File: config.mk
export PLATFORM = sky130hd
export DESIGN_NAME = idm_decoder
export DESIGN_NICKNAME = d
export VERILOG_FILES = /design/src/rtl/idm_pkg.sv /design/src/rtl/idm_bit_map.sv /design/src/rtl/idm_addr_map.sv /design/src/rtl/idm_stack_ptr.sv /design/src/rtl/idm_decoder.sv
export SDC_FILE = /design/constraint.sdc
export NUM_CORES = 1
export LEC_CHECK = 0
export BUFFER_PORTS_ARGS = -buffer_cell sky130_fd_sc_hd__buf_2
export CORE_MARGIN = 1
export CORE_UTILIZATION = 42
export DETAILED_ROUTE_END_ITERATION = 7
export PLACE_DENSITY = 0.8
export SLEW_MARGIN = 20
export SYNTH_ARGS = -nofsm -noshare
export SYNTH_HDL_FRONTEND = slang
export SYNTH_SLANG_ARGS = --single-unit
export TNS_END_PERCENT = 30
File: constraint.sdc
create_clock -name clk -period 1.8 [get_ports clk]
set_input_delay 0.27 -clock clk [delete_from_list [all_inputs] [get_ports clk]]
set_output_delay 0.27 -clock clk [all_outputs]
set_load 0.02 [all_outputs]
File: src/rtl/idm_pkg.sv
package idm_pkg;
  localparam int AW       = 8;
  localparam int IW       = AW - 1;
  localparam int BP_W     = 3;
  localparam int BANK_W   = 2;
  localparam int RN_W     = 3;
  localparam int PTR_W    = BANK_W + RN_W;
  localparam logic [IW-1:0] BIT_RAM_BASE = 7'h20;

  typedef enum logic [1:0] {
    AM_DIRECT   = 2'd0,
    AM_INDIRECT = 2'd1,
    AM_REGISTER = 2'd2,
    AM_BIT      = 2'd3
  } acc_mode_t;

  typedef enum logic [1:0] {
    RG_LOWER = 2'd0,
    RG_UPPER = 2'd1,
    RG_SFR   = 2'd2
  } region_t;

  // Region reached by a pointer-based (indirect) access.
  function automatic region_t ind_region(input logic [AW-1:0] a);
    return a[AW-1] ? RG_UPPER : RG_LOWER;
  endfunction

  // RAM byte holding bit number b (b below 80H).
  function automatic logic [IW-1:0] bit_ram_byte(input logic [AW-1:0] b);
    return BIT_RAM_BASE + IW'(b[IW-1:BP_W]);
  endfunction

  // SFR index holding bit number b (b at 80H or above).
  function automatic logic [IW-1:0] bit_sfr_byte(input logic [AW-1:0] b);
    return {b[IW-1:BP_W], {BP_W{1'b0}}};
  endfunction

  // Location of a banked register in lower RAM.
  function automatic logic [IW-1:0] bank_reg(input logic [BANK_W-1:0] bank,
                                             input logic [RN_W-1:0]   rn);
    return IW'({bank, rn});
  endfunction
endpackage

File: src/rtl/idm_bit_map.sv
module idm_bit_map
  import idm_pkg::*;
(
  input  logic [AW-1:0]   bit_addr,
  output region_t         region,
  output logic [IW-1:0]   byte_idx,
  output logic [BP_W-1:0] bit_pos
);
  always_comb begin
    bit_pos = bit_addr[BP_W-1:0];
    if (bit_addr[AW-1]) begin
      region   = RG_SFR;
      byte_idx = bit_sfr_byte(bit_addr);
    end else begin
      region   = RG_LOWER;
      byte_idx = bit_ram_byte(bit_addr);
    end
  end
endmodule

File: src/rtl/idm_addr_map.sv
module idm_addr_map
  import idm_pkg::*;
#(
  parameter bit HAS_UPPER = 1'b1
) (
  input  acc_mode_t         mode,
  input  logic [AW-1:0]     addr,
  input  logic [RN_W-1:0]   reg_num,
  input  logic [BANK_W-1:0] bank,
  output region_t           region,
  output logic [IW-1:0]     byte_idx,
  output logic [BP_W-1:0]   bit_pos,
  output logic [PTR_W-1:0]  ptr_idx,
  output logic              invalid
);
  region_t             bm_region;
  logic [IW-1:0]       bm_idx;
  logic [BP_W-1:0]     bm_pos;

  idm_bit_map u_bits (
    .bit_addr (addr),
    .region   (bm_region),
    .byte_idx (bm_idx),
    .bit_pos  (bm_pos)
  );

  always_comb begin
    region   = RG_LOWER;
    byte_idx = addr[IW-1:0];
    bit_pos  = '0;
    unique case (mode)
      AM_DIRECT:   region = addr[AW-1] ? RG_SFR : RG_LOWER;
      AM_INDIRECT: region = ind_region(addr);
      AM_REGISTER: byte_idx = bank_reg(bank, reg_num);
      AM_BIT: begin
        region   = bm_region;
        byte_idx = bm_idx;
        bit_pos  = bm_pos;
      end
      default: ;
    endcase
  end

  assign ptr_idx = {bank, {(RN_W-1){1'b0}}, reg_num[0]};
  assign invalid = (region == RG_UPPER) && !HAS_UPPER;
endmodule

File: src/rtl/idm_stack_ptr.sv
module idm_stack_ptr
  import idm_pkg::*;
#(
  parameter logic [AW-1:0] SP_RESET = 8'h07
) (
  input  logic          clk,
  input  logic          rst_n,
  input  logic          push,
  input  logic          pop,
  input  logic          sp_wr,
  input  logic [AW-1:0] sp_din,
  output logic [AW-1:0] sp,
  output logic [AW-1:0] stk_addr
);
  logic [AW-1:0] sp_inc;
  logic [AW-1:0] sp_dec;

  assign sp_inc   = sp + AW'(1);
  assign sp_dec   = sp - AW'(1);
  assign stk_addr = push ? sp_inc : sp;

  always_ff @(posedge clk) begin
    if (!rst_n)     sp <= SP_RESET;
    else if (sp_wr) sp <= sp_din;
    else if (push)  sp <= sp_inc;
    else if (pop)   sp <= sp_dec;
  end

  a_r9_load: assert property (@(posedge clk) disable iff (!rst_n)
    sp_wr |=> sp == $past(sp_din));
  a_r10_push_inc: assert property (@(posedge clk) disable iff (!rst_n)
    (push && !sp_wr) |=> sp == $past(sp) + 8'd1);
  a_r11_pop_dec: assert property (@(posedge clk) disable iff (!rst_n)
    (pop && !push && !sp_wr) |=> sp == $past(sp) - 8'd1);
  a_r9_hold: assert property (@(posedge clk) disable iff (!rst_n)
    (!push && !pop && !sp_wr) |=> $stable(sp));
endmodule

File: src/rtl/idm_decoder.sv
module idm_decoder
  import idm_pkg::*;
#(
  parameter bit            HAS_UPPER = 1'b1,
  parameter logic [7:0]    SP_RESET  = 8'h07
) (
  input  logic       clk,
  input  logic       rst_n,
  input  logic [1:0] acc_mode,
  input  logic [7:0] addr,
  input  logic [2:0] reg_num,
  input  logic [1:0] bank_sel,
  input  logic       push,
  input  logic       pop,
  input  logic       sp_wr,
  input  logic [7:0] sp_din,
  output logic [1:0] region,
  output logic [6:0] byte_idx,
  output logic [2:0] bit_pos,
  output logic [4:0] ptr_idx,
  output logic       invalid,
  output logic [7:0] sp,
  output logic [1:0] stk_region,
  output logic [6:0] stk_idx,
  output logic       stk_invalid
);
  region_t       dec_region;
  region_t       stk_reg_e;
  logic [AW-1:0] stk_addr;

  idm_addr_map #(.HAS_UPPER(HAS_UPPER)) u_map (
    .mode     (acc_mode_t'(acc_mode)),
    .addr     (addr),
    .reg_num  (reg_num),
    .bank     (bank_sel),
    .region   (dec_region),
    .byte_idx (byte_idx),
    .bit_pos  (bit_pos),
    .ptr_idx  (ptr_idx),
    .invalid  (invalid)
  );

  idm_stack_ptr #(.SP_RESET(SP_RESET)) u_sp (
    .clk      (clk),
    .rst_n    (rst_n),
    .push     (push),
    .pop      (pop),
    .sp_wr    (sp_wr),
    .sp_din   (sp_din),
    .sp       (sp),
    .stk_addr (stk_addr)
  );

  assign stk_reg_e   = ind_region(stk_addr);
  assign stk_region  = stk_reg_e;
  assign stk_idx     = stk_addr[IW-1:0];
  assign stk_invalid = (stk_reg_e == RG_UPPER) && !HAS_UPPER;
  assign region      = dec_region;

  a_r2_indirect_not_sfr: assert property (@(posedge clk) disable iff (!rst_n)
    (acc_mode == 2'd1) |-> region != 2'd2);
  a_r3_invalid_upper_only: assert property (@(posedge clk) disable iff (!rst_n)
    invalid |-> (region == 2'd1) && !HAS_UPPER);
  a_r4_bank_in_range: assert property (@(posedge clk) disable iff (!rst_n)
    (acc_mode == 2'd2) |-> (region == 2'd0) && (byte_idx < 7'h20));
  a_r7_sfr_bit_aligned: assert property (@(posedge clk) disable iff (!rst_n)
    (acc_mode == 2'd3 && addr[7]) |-> (region == 2'd2) && (byte_idx[2:0] == 3'd0));
  a_r8_bitpos_zero: assert property (@(posedge clk) disable iff (!rst_n)
    (acc_mode != 2'd3) |-> bit_pos == 3'd0);
  a_r12_stack_not_sfr: assert property (@(posedge clk) disable iff (!rst_n)
    stk_region != 2'd2);
endmodule

# After elaboration in Yosys (flattened, before gate mapping)
# Index checks and enable logic that the tools add are counted.
[op_classes]
addsub = 3
n_mux = 11
reduce_logical = 3
eq_ne = 3
[op_table]
columns = ["op", "count"]
rows = [
  ["$mux W8", 4],
  ["$pmux W7 S2", 1],
  ["$add A8 B1 Y8 const B", 1],
  ["$sub A8 B1 Y8 const B", 1],
  ["$add A6 B4 Y7 const A", 1],
  ["$mux W7", 1],
  ["$eq A2 B2 Y1 const B", 2],
  ["$pmux W2 S2", 1],
  ["$mux W3", 1],
  ["$reduce_bool A3 Y1", 1],
  ["$eq A2 B1 Y1 const B", 1],
  ["$logic_not A2 Y1", 1],
  ["$mux W1", 2],
  ["$mux W2", 1],
  ["$reduce_or A2 Y1", 1],
]
[word_totals]
in_bits = 28
regBits = 8
out_inout_bits = 36
elab_cells = 21

# Longest topological paths before layout
# Gate-level depths: netlist of run 1.
[logic_depth]
depth_word = 4
ltp_mapped = 7
mapped_depth_nobuf = 6

# Cells and area by module
# A second synthesis of run 1 with hierarchy kept.
[hier_totals]
hier_cells = 139
hier_area_um2 = 1043.5
[modules_own_cells]
columns = ["mod", "seq_area_each_um2", "instances", "area_each_um2", "cells_per_inst"]
rows = [
  ["idm_stack_ptr", 160.2, 1, 679.4, 84],
  ["idm_addr_map", 0.0, 1, 241.5, 39],
  ["idm_bit_map", 0.0, 1, 103.8, 13],
  ["idm_decoder", 0.0, 1, 18.8, 3],
]

# Least setup slack after synthesis of run 1
# Ideal clock, no wire load.
[synth_path]
path_kind = "register -> output"
start = "register u_sp.sp[3]"
end = "output port stk_region[0]"
required_time_ns = 1.530
t_arrival_ns = 1.342
slack_ns = 0.188
stages_incl_launch_ff = 5
n_path_buf = 1
path_cell_list = "dfxtp_1 buf_4 nand4_1 nor3_1 xnor2_1"
[synth_between]
elab_chain_len = 3
[synth_rtl]
columns = ["item", "line_no", "source"]
rows = [
  ["from (decl)", "idm_stack_ptr.sv:12", "output logic [AW-1:0] sp,"],
  ["from (signal assigned)", "idm_stack_ptr.sv:24", "else if (sp_wr) sp <= sp_din;"],
  ["from (signal assigned)", "idm_stack_ptr.sv:25", "else if (push) sp <= sp_inc;"],
  ["from (signal assigned)", "idm_stack_ptr.sv:26", "else if (pop) sp <= sp_dec;"],
  ["$add A8 B1 Y8", "idm_stack_ptr.sv:18", "assign sp_inc = sp + AW'(1);"],
  ["$mux W8", "idm_stack_ptr.sv:20", "assign stk_addr = push ? sp_inc : sp;"],
  ["$mux W1", "idm_pkg.sv:25", "return a[AW-1] ? RG_UPPER : RG_LOWER;"],
  ["to (decl)", "idm_decoder.sv:23", "output logic [1:0] stk_region,"],
]
# No other way between the ends.

# Final worst setup path of run 1
[layout_path]
start = "register u_sp.sp[0]"
end = "output port stk_idx[6]"
[layout_between]
elab_chain_len = 2
[layout_rtl]
columns = ["item", "line_no", "source"]
rows = [
  ["$add A8 B1 Y8", "idm_stack_ptr.sv:18", ""],
  ["$mux W8", "idm_stack_ptr.sv:20", ""],
  ["to (decl)", "idm_decoder.sv:24", "output logic [6:0] stk_idx,"],
]
# No other way between the ends.

==> results.txt, run 1 <==
Outcome = complete, no violations
Top-level I/O count = 64
Antenna fix cells = 0
Hold Crit Depth = 3
Setup-failing EPs final = 0
Core ar. = 2212 µm²
Crit end category = output pin
Max Fclk = 588.0 MHz
Width of the chip = 50.24 µm
# Max-Cap Violations = 0
Die area = 2524 µm²
Clk_lat worst skew = 0.26 ns
Total GRT Usage = 19.63%
Largest registers = u_sp.sp: 8 flops
CTS buffer count = 3
Int Pwr = 403.5 µW
Filler Cell Count = 226
EDFF count, synth = 0
Fin nets = 222
Hold-fix buffers at CTS = 0
Vias/cell = 5.272
Maximum VDD drop = 0.3627 mV
Clock Tree Buf Depth = 2
Psw = 294.7 µW
Post-synth cell types = 39
Final Cycle Share = 94.48%
CP Launch Type = flip-flop
Max reg flops = 8
Final HPWL DP = 1985 µm
CTS clk-pin slew, worst paths = 0.06 ns
Critical Path RT = 1.53 ns
Fraction of layout cells with a size suffix above 1 = 41.08%
Inst Count DP = 210
DR vias = 1,123
Routability Congestion = 0.7808
Clock share of power = 20.6%
Worst-Margin Slew = 0.5936 ns
Ys flop type = dfxtp_1
PwrDens = 544.4 nW/µm²
Max Slew Vio Count = 0
Met1 WL = 1120 µm
Top routing layer used = met4
Total Neg Setup Slack = 0 ns
Area delta synth->final = 31.24%
Asr flop ratio synth = 0%
Number of remaining DRC errors = 0
Largest net degree at the start of global routing = 20
R2r worst-path depth = 4
Drt first pass iters = 4
Synth Register Bits = 8
TritonCTS clock tree = yes
Metal2 WL = 1248 µm
Lkg Pwr = 0.0006792 µW
Sequential Power Share = 31.6%
Critical Path AT = 1.43 ns
Starting density of the core = 44.17%
Unrepaired setup endpoints after global routing = false
Dpl ws = 0.08716 ns
Syn Area/Cell = 7.403 µm²
Smallest hold slack = 0.2437 ns
Total gr overflow = 0
Per-cell routed wire length = 11.68 µm
Relative slew slack = 60.21%
Vias in the first global route = 986
Setup Buffers After CTS = 0
Combinational share of power = 47.9%
Drt total wl = 2488 µm
Crit path time final = 1.701 ns
Cells after Synth = 132
Global-route wire length before repair = 3939 µm
Initial antenna violation count = 0
Routed Antenna Nets = 0
Post-Syn Area = 977.2 µm²
PostCTS Resize Cnt = 3
PortBufs = 58
Setup Skew = 0.005729 ns
Cell Count, Final, Fillers Out = 213
Sequential-to-total area share from yosys stat = 16.39%
Crit path max fanout = 8
Ys Warns = 0
Worst setup margin = 0.09940 ns
Clock sinks = 8
Final Hold Viols = 0
Rows = 17
Die H = 50.24 µm
H-Tree Level Count = 1
DR iter-0 viols = 28
Met3 routed wirelength = 89 µm
Root buffer cell = clkbuf_4
Worst hold path type = primary input to flip-flop
Sw Ratio = 42.21%
WS Path Type = flip-flop to output pin
Largest Register = u_sp.sp
kinds of logic after synthesis:
family / share of synthesized area, %
AOI/OAI and AO/OA: 22.41
buffers and inverters: 15.36
xor gates and xnor gates: 7.171
DFF: 16.39
and+or+nand+nor: 26.25
other: 0.3838
muxes: 3.073
adders and majority gates: 8.962
critical path, stage by stage, from the launching register on:
cell     delay (ns)
dfxtp_2        0.40
ha_1           0.19
nand2_1        0.11
nor2_1         0.14
xor2_1         0.16
buf_2          0.18
synthesized netlist by cell type, types with 2 or more instances:
cell	n	area share [%]
nand2_1	6	2.3
a211oi_1	3	2.3
buf_2	3	1.5
o31ai_1	2	1.5
dfxtp_1	8	16
nand4_1	2	1.3
nand3b_1	2	1.5
nor2_1	8	3.1
a21oi_1	4	2.0
inv_1	12	4.6
buf_4	9	6.9
nand3_1	5	2.6
a222oi_1	3	3.1
nor3_1	7	3.6
ha_1	7	9.0
o21ai_0	4	2.0
clkbuf_1	3	1.2
mux2i_1	3	3.1
nor2b_1	6	3.8
and2_1	5	3.2
xor2_1	2	1.8
a22oi_1	4	3.1
xnor2_1	6	5.4
o211ai_1	3	2.3
through the flow:
step / cell area (µm²) / power (µW) / util (%)
detailed placement: 1242 / 553.8 / 56.17
global placement: 1242 / 544.2 / 56.17
floorplan: 992.2 / 455.1 / -
finish: 1282 / 698.2 / 57.98
global route: 1282 / 743.7 / 57.98
CTS: 1269 / 701.2 / 57.35
worst paths after layout:
path / start / endpoint / slack [ns]
worst max register to register: u_sp.sp[2] / u_sp.sp[7] / 0.31
worst min register to register: u_sp.sp[7] / u_sp.sp[7] / 0.52
worst min-delay path: sp_din[4] / u_sp.sp[4] / 0.24
worst max-delay path: u_sp.sp[0] / stk_idx[6] / 0.1
layout make-up:
type / count / area [µm²] / share of cell area (%)
Clock buffer: 3 / 22.52 / 1.756
Inverter: 12 / 45.04 / 3.512
Multi-Input combinational cell: 100 / 689.4 / 53.76
Sequential cell: 8 / 170.2 / 13.27
Tap cell: 28 / 35.03 / 2.732
Timing Repair Buffer: 62 / 320.3 / 24.98
cell usage in the layout (no fill, tap or decap), types with 3 or more instances in the layout:
master,Yosys,routed
xnor2_1,6,6
buf_2,3,58
conb_1,1,5
buf_4,9,4
o211ai_1,3,3
ha_1,7,6
a211oi_1,3,3
a22oi_1,4,4
a21oi_1,4,4
a222oi_1,3,3
nor2b_1,6,6
nor2_1,8,8
inv_1,12,12
nand2_1,6,6
clkbuf_4,0,3
nand3_1,5,5
nor3_1,7,6
and2_1,5,5
mux2i_1,3,3
dfxtp_2,0,5
o21ai_0,4,4
per-layer routing:
metal  track usage [%]  vias to the layer above
met3             2.424                        4
met2             32.67                       27
met5                 0                        -
li1                  -                      565
met4             7.619                        0
met1             25.41                      527
power by group through the flow:
stage               sequential, µW  clock, µW  combinational, µW
floorplan                      228          0                227
detailed placement             222          0                332
global route                   223        155                365
finish                         220        144                334
global placement               220          0                324
CTS                            219        149                333
(Power assumes the default switching activity.)
==> inputs of run 2 (changes only) <==
==> constraint.sdc (replaced) <==
create_clock -name clk -period 1.8 [get_ports clk]
set_input_delay 0.09 -clock clk [delete_from_list [all_inputs] [get_ports clk]]
set_output_delay 0.09 -clock clk [all_outputs]
set_load 0.02 [all_outputs]
==> run 2 against run 1 <==
Sequential cell count did not move; cell count is 1.4% lower; clock power is 3% higher; fmax is 1.1% higher; register-to-register slack lost 0.03 ns; largest power group unchanged; design area is 2.4% lower; worst setup slack improved by 0.018 ns; global-route usage rose by 2.2 points; sequential share of layout area is 0.17 points lower.
==> results.txt, run 2 (same netlist as run 1, synthesis figures left out) <==
Unrepaired setup endpoints after global routing = true
Total GRT Usage = 21.84% (+2.2 points)
WS Path Type = flip-flop to output pin
Vias in the first global route = 1,000 (+1.4%)
Cell Count, Final, Fillers Out = 210 (-1.4%)
TritonCTS clock tree = yes
Clock sinks = 8 (unchanged)
Worst path max stage delay = 0.49 ns (+0.09 ns)
Lkg Pwr = 0.0006652 µW (-2.1%)
Setup Skew = 0.004279 ns (-0.001450 ns)
Final Cycle Share = 93.50% (-0.98 points)
DR vias = 1,136 (+1.2%)
Core ar. = 2212 µm² (unchanged)
Worst setup margin = 0.1171 ns (+0.01768 ns)
Max Slew Vio Count = 0 (unchanged)
Vias/cell = 5.410 (+2.6%)
Largest registers = u_sp.sp: 8 flops
CP Launch Type = flip-flop
Antenna fix cells = 0 (unchanged)
Worst-Margin Slew = 0.6302 ns (+0.03669 ns)
R2r worst-path depth = 4 (unchanged)
Dpl ws = 0.2151 ns (+0.1279 ns)
Clock Tree Buf Depth = 2 (unchanged)
DP Area = 1220 µm² (-1.8%)
CTS clk-pin slew, worst paths = 0.06 ns (about the same)
DR iter-0 viols = 21 (-25%)
Global-route wire length before repair = 4257 µm (+8.1%)
Outcome = complete, no violations
Top-level I/O count = 64 (unchanged)
Largest Register = u_sp.sp
Starting density of the core = 44.17% (unchanged)
Commonest non-fill, non-tap cell in the layout = buf_2
Width of the chip = 50.24 µm (unchanged)
Routability Congestion = 0.7893 (+1.1%)
Max Fclk = 594.2 MHz (+1.1%)
Final HPWL DP = 2008 µm (+1.1%)
Area delta synth->final = 28.04%
Slowest CP cell = dfxtp_1
Hold Crit Depth = 3 (unchanged)
PortBufs = 58 (unchanged)
Cell area after layout = 1251 µm² (-2.4%)
Root buffer cell = clkbuf_4
Drt first pass iters = 4 (unchanged)
Drt total wl = 2628 µm (+5.6%)
Per-cell routed wire length = 12.51 µm (+7.1%)
Commonest non-fill, non-tap cells in the layout = buf_2 (58), inv_1 (12), nor2_1 (8), ha_1 (7)
Critical Path RT = 1.71 ns (+0.18 ns)
Die area = 2524 µm² (unchanged)
Critical Path AT = 1.59 ns (+0.16 ns)
Smallest hold slack = 0.04718 ns (-0.1966 ns)
Clk_lat worst skew = 0.27 ns (about the same)
Fraction of layout cells with a size suffix above 1 = 37.91% (-3.2 points)
PwrDens = 561.5 nW/µm² (+3.1%)
Routed Antenna Nets = 0 (unchanged)
Initial antenna violation count = 0 (unchanged)
Maximum VDD drop = 0.3832 mV (+5.6%)
Setup-failing EPs final = 0 (unchanged)
Largest net degree at the start of global routing = 21 (+5.0%)
Final Hold Viols = 0 (unchanged)
Worst hold path type = primary input to flip-flop
Die H = 50.24 µm (unchanged)
Rows = 17 (unchanged)
Total gr overflow = 0 (unchanged)
CTS buffer count = 3 (unchanged)
Crit path time final = 1.683 ns (-0.01768 ns)
Crit-path cells = nand4_1 > nor2_1 > xor2_1 > buf_2
Inst Count DP = 207 (-1.4%)
Max reg flops = 8 (unchanged)
Number of remaining DRC errors = 0 (unchanged)
Crit path max fanout = 8 (unchanged)
Hold-fix buffers at CTS = 0 (unchanged)
H-Tree Level Count = 1 (unchanged)
# Max-Cap Violations = 0 (unchanged)
Crit end category = output pin
Fin nets = 219 (-1.4%)
Relative slew slack = 57.75% (-2.5 points)
run 2: area by class of cell:
class                   count  area [µm²]
inverters                  12       45.04
fillers                   223       960.9
flip-flops and latches      8       163.9
multi-input cells         100       686.9
well taps                  28       35.03
repair buffers             59       297.8
clock buffers               3       22.52
run 2: power breakdown:
group | leakage (µW) | total (µW) | internal, µW | switching (µW)
Sequential | 0.0000658 | 220 | 193 | 27.1
Combinational | 0.000586 | 333 | 129 | 204
Clock | 0.0000138 | 149 | 77.1 | 72.4
Total | 0.000665 | 703 | 399 | 303
run 2: repair_timing:
item / in CTS / in global routing
endpoints found under the hold margin: 0 / 0
setup buffers: 0 / 0
setup endpoints to repair: 0 / 2
gates resized for setup: 0 / 4
run 2: final timing paths:
| path | from | to | slack (ns) |
|---|---|---|---|
| hold / removal | sp_din[4] | u_sp.sp[4] | 0.05 |
| setup reg to reg | u_sp.sp[2] | u_sp.sp[7] | 0.28 |
| setup / recovery | u_sp.sp[4] | stk_idx[6] | 0.12 |
| hold reg to reg | u_sp.sp[7] | u_sp.sp[7] | 0.54 |
run 2: metrics by stage:
stage                     util, %  TNS [ns]  power, µW
after detailed placement    55.15         0      552.5
after CTS                   56.17         0      703.0
after floorplan                 -         0      455.1
final                       56.56         0      702.5
after global routing        56.56  -0.01086      752.9
after global placement      55.15         0      541.6
run 2: layer usage:
metal	vias up	GRT usage [%]	routed length [µm]
li1	560	-	-
met1	526	27.17	1116
met2	39	35.78	1296
met3	11	4.848	148
met4	0	9.048	67
met5	-	0	0
run 2: worst max-delay path: cells and delay by family (launching register included):
family                    cells  cell delay [ns]
xor gates and xnor gates      1             0.20
buffers and inverters         1             0.20
and+or+nand+nor               2             0.44
DFF                           1             0.49
==> inputs of run 3 (changes only) <==
ABC_AREA = 1   (was unset)
CORE_UTILIZATION = 47   (was 42)
PLACE_DENSITY = 0.85   (was 0.8)
clock period = 2.1 ns   (was 1.8 ns; I/O delays follow)
==> run 3 against run 2 <==
Synthesized cell count rose by 41%; hold slack improved by 0.011 ns; register-to-register slack better by 0.25 ns; total power down 7.5%; wire length increased by 11%; die area unchanged; sequential share of layout area fell by 1.4 points; clock power fell by 12%; synthesized area grew 12%; first-iteration DRC count increased by 110%; worst setup slack better by 0.22 ns; sequential cell count unchanged; critical path type unchanged; highest routed layer unchanged.
==> results.txt, run 3 <==
PwrDens = 474.0 nW/µm² (-16%)
Initial antenna violation count = 0 (unchanged)
Fin nets = 276 (+26%)
Mux cell area share after synthesis = 0% (-3.1 points)
Width of the chip = 50.24 µm (unchanged)
Unrepaired setup endpoints after global routing = false
Synth Register Bits = 8 (unchanged)
DR iter-0 viols = 45 (+110%)
Largest family of logic cells by synthesized area = simple AND/OR/NAND/NOR gates
Starting density of the core = 49.43% (+5.3 points)
Top post-synthesis cells by area = dfxtp_1 (15%), nand2_1 (13%), ha_1 (8.0%)
Global-route wire length before repair = 4864 µm (+14%)
Final Hold Viols = 0 (unchanged)
EDFF count, synth = 0 (unchanged)
Largest registers = u_sp.sp: 8 flops
Routed Antenna Nets = 0 (unchanged)
Worst hold path type = primary input to flip-flop
Maximum VDD drop = 0.3932 mV (+2.6%)
Min-delay src = sp_din[0]
Post-synth cell types = 27 (-31%)
Max reg flops = 8 (unchanged)
Largest Register = u_sp.sp
Total GRT Usage = 24.86% (+3.0 points)
Synth Area in Simple Gates = 39.13% (+13 points)
Ys flop type = dfxtp_1
Max Slew Vio Count = 0 (unchanged)
Drt first pass iters = 4 (unchanged)
Post-synthesis xor/xnor area fraction = 0% (-7.2 points)
Post-synth top area share = 14.65% (-1.7 points)
Crit path max fanout = 6 (-2)
Filler Cell Count = 244 (+9.4%)
WS Path Type = flip-flop to output pin
Clock share of power = 20.1% (-1.2 points)
Top routing layer used = met4
Psw = 305.1 µW (+0.56%)
R2r startpoint = u_sp.sp[0]
Top-level I/O count = 64 (unchanged)
Antenna fix cells = 0 (unchanged)
Sequential Power Share = 29.3% (-2.0 points)
Post-Syn Area = 1094 µm² (+12%)
Largest net degree at the start of global routing = 17 (-19%)
Met1 WL = 1202 µm (+7.7%)
Rows = 17 (unchanged)
Drt total wl = 2927 µm (+11%)
Area delta synth->final = 25.40%
Routability Congestion = 0.9305 (+18%)
Die area = 2524 µm² (unchanged)
Lkg Pwr = 0.0007668 µW (+15%)
Metal2 WL = 1367 µm (+5.5%)
Root buffer cell = clkbuf_4
# Max-Cap Violations = 0 (unchanged)
Area occupied by multi-input gates = 765.7 µm² (+11%)
Vias in the first global route = 1,186 (+19%)
Commonest non-fill, non-tap cell in the layout = buf_2
Per-cell routed wire length = 10.96 µm (-12%)
Syn Area/Cell = 5.879 µm² (-21%)
Cells after Synth = 186 (+41%)
Ys Warns = 0 (unchanged)
Clk_lat worst skew = 0.28 ns (about the same)
TritonCTS clock tree = yes
Complex-gate fraction of the synthesized area = 21.17% (-1.2 points)
Setup crit start = u_sp.sp[1]
Clock Tree Buf Depth = 2 (unchanged)
Final Cycle Share = 83.95%
Final HPWL DP = 2305 µm (+15%)
Most numerous cell in the Yosys netlist = nand2_1
Commonest non-fill, non-tap cells in the layout = buf_2 (58), nand2_1 (37), nor2_1 (23), inv_1 (22), nand3_1 (15)
Setup Skew = 0.01710 ns (+0.01282 ns)
Int Pwr = 345.0 µW (-14%)
Core ar. = 2212 µm² (unchanged)
Register Area = 160.2 µm² (-2.3%)
Crit end category = output pin
Critical Path RT = 2.00 ns (+0.29 ns)
Largest area contributor in the netlist = dfxtp_1
Area share of fa/ha/maj cells after synthesis = 8.009% (-0.95 points)
Hold-fix buffers at CTS = 0 (unchanged)
CTS clk-pin slew, worst paths = 0.07 ns (about the same)
DP Area = 1349 µm² (+11%)
DR vias = 1,404 (+24%)
Met3 routed wirelength = 270 µm (+82%)
CP Launch Type = flip-flop
Crit path time final = 1.763 ns
Sequential-to-total area share from yosys stat = 14.65% (-1.7 points)
Setup Buffers After CTS = 0 (unchanged)
Critical Path AT = 1.66 ns (+0.07 ns)
Asr flop ratio synth = 0% (unchanged)
Total gr overflow = 0 (unchanged)
Post-synth top cells = nand2_1 (37), nor2_1 (23), inv_1 (22)
PostCTS Resize Cnt = 0 (unchanged)
Die H = 50.24 µm (unchanged)
Setup-failing EPs final = 0 (unchanged)
Outcome = complete, no violations
Fraction of layout cells with a size suffix above 1 = 33.47% (-4.4 points)
Combinational share of power = 50.6% (+3.2 points)
PortBufs = 58 (unchanged)
CTS buffer count = 3 (unchanged)
Sw Ratio = 46.93% (+3.7 points)
Clock sinks = 8 (unchanged)
H-Tree Level Count = 1 (unchanged)
Vias/cell = 5.258 (-2.8%)
Number of remaining DRC errors = 0 (unchanged)
Total Neg Setup Slack = 0 ns (unchanged)
Cell area after layout = 1371 µm² (+9.6%)
Max Fclk = 567.2 MHz
==> run 3: cell count changes in the layout (fill, tap and decap cells not counted), sizes merged, moves of 7 or more <==
cell	previous run	this run
nor2	8	27
nand3	5	19
a21oi	4	11
o21ai	4	23
inv	12	26
nor3	8	1
nand2	6	39
==> run 3: cell families (layout without fill, tap and decap cells) <==
group,after synthesis,after routing
AOI/OAI and AO/OA,41,41
adders and majority gates,7,7
buffers and inverters,38,87
DFF,8,8
other,1,5
and+or+nand+nor,91,91
==> run 3: final timing paths <==
| check | end | slack (ns) | depth (start not counted) |
|---|---|---|---|
| worst max-delay path | stk_idx[6] | 0.34 | 8 |
| worst max register to register | u_sp.sp[6] | 0.53 | 9 |
| worst min-delay path | u_sp.sp[0] | 0.06 | 3 |
| worst min register to register | u_sp.sp[7] | 0.52 | 2 |
==> run 3: through the flow <==
step                      setup slack (ns)  std cells  power (µW)  utilization (%)  hold WS, ns
after CTS                           0.3543        267       646.3            61.99      0.06137
after floorplan                     0.5920        190       423.7                -       0.1836
after global routing                0.2181        267       690.2            61.99       0.1015
after global placement              0.6114        264       515.9            60.97       0.3412
final                               0.3370        267       650.0            61.99      0.05826
after detailed placement            0.5791        264       519.5            60.97       0.3447
==> run 3: metal layers <==
layer  vias up  global-route usage [%]
li1        706                       -
met1       605                   27.87
met2        82                   44.89
met3        11                   3.333
met4         0                   12.86
met5         -                       0
==> run 3: critical path, cell delays in order, from the launching register on <==
cell     delay [ns]
dfxtp_1        0.42
ha_1           0.22
nand2_1        0.09
nor2_2         0.12
nand2_1        0.07
nand2_1        0.08
nand3_2        0.08
o21ai_0        0.10
buf_2          0.19
==> run 3: power by group through the flow <==
stage,sequential (µW),combinational (µW),clock [µW]
3_3_place_gp,192,324,0
4_1_cts,189,328,129
3_5_place_dp,192,327,0
5_1_grt,193,363,134
6_report,190,329,131
2_1_floorplan,202,222,0
==> run 3: layout make-up <==
class	instances	share of cell area, %
repair buffers	58	21.17
multi-input cells	144	55.84
well taps	28	2.555
clock buffers	3	1.642
flip-flops and latches	8	11.68
inverters	26	7.117
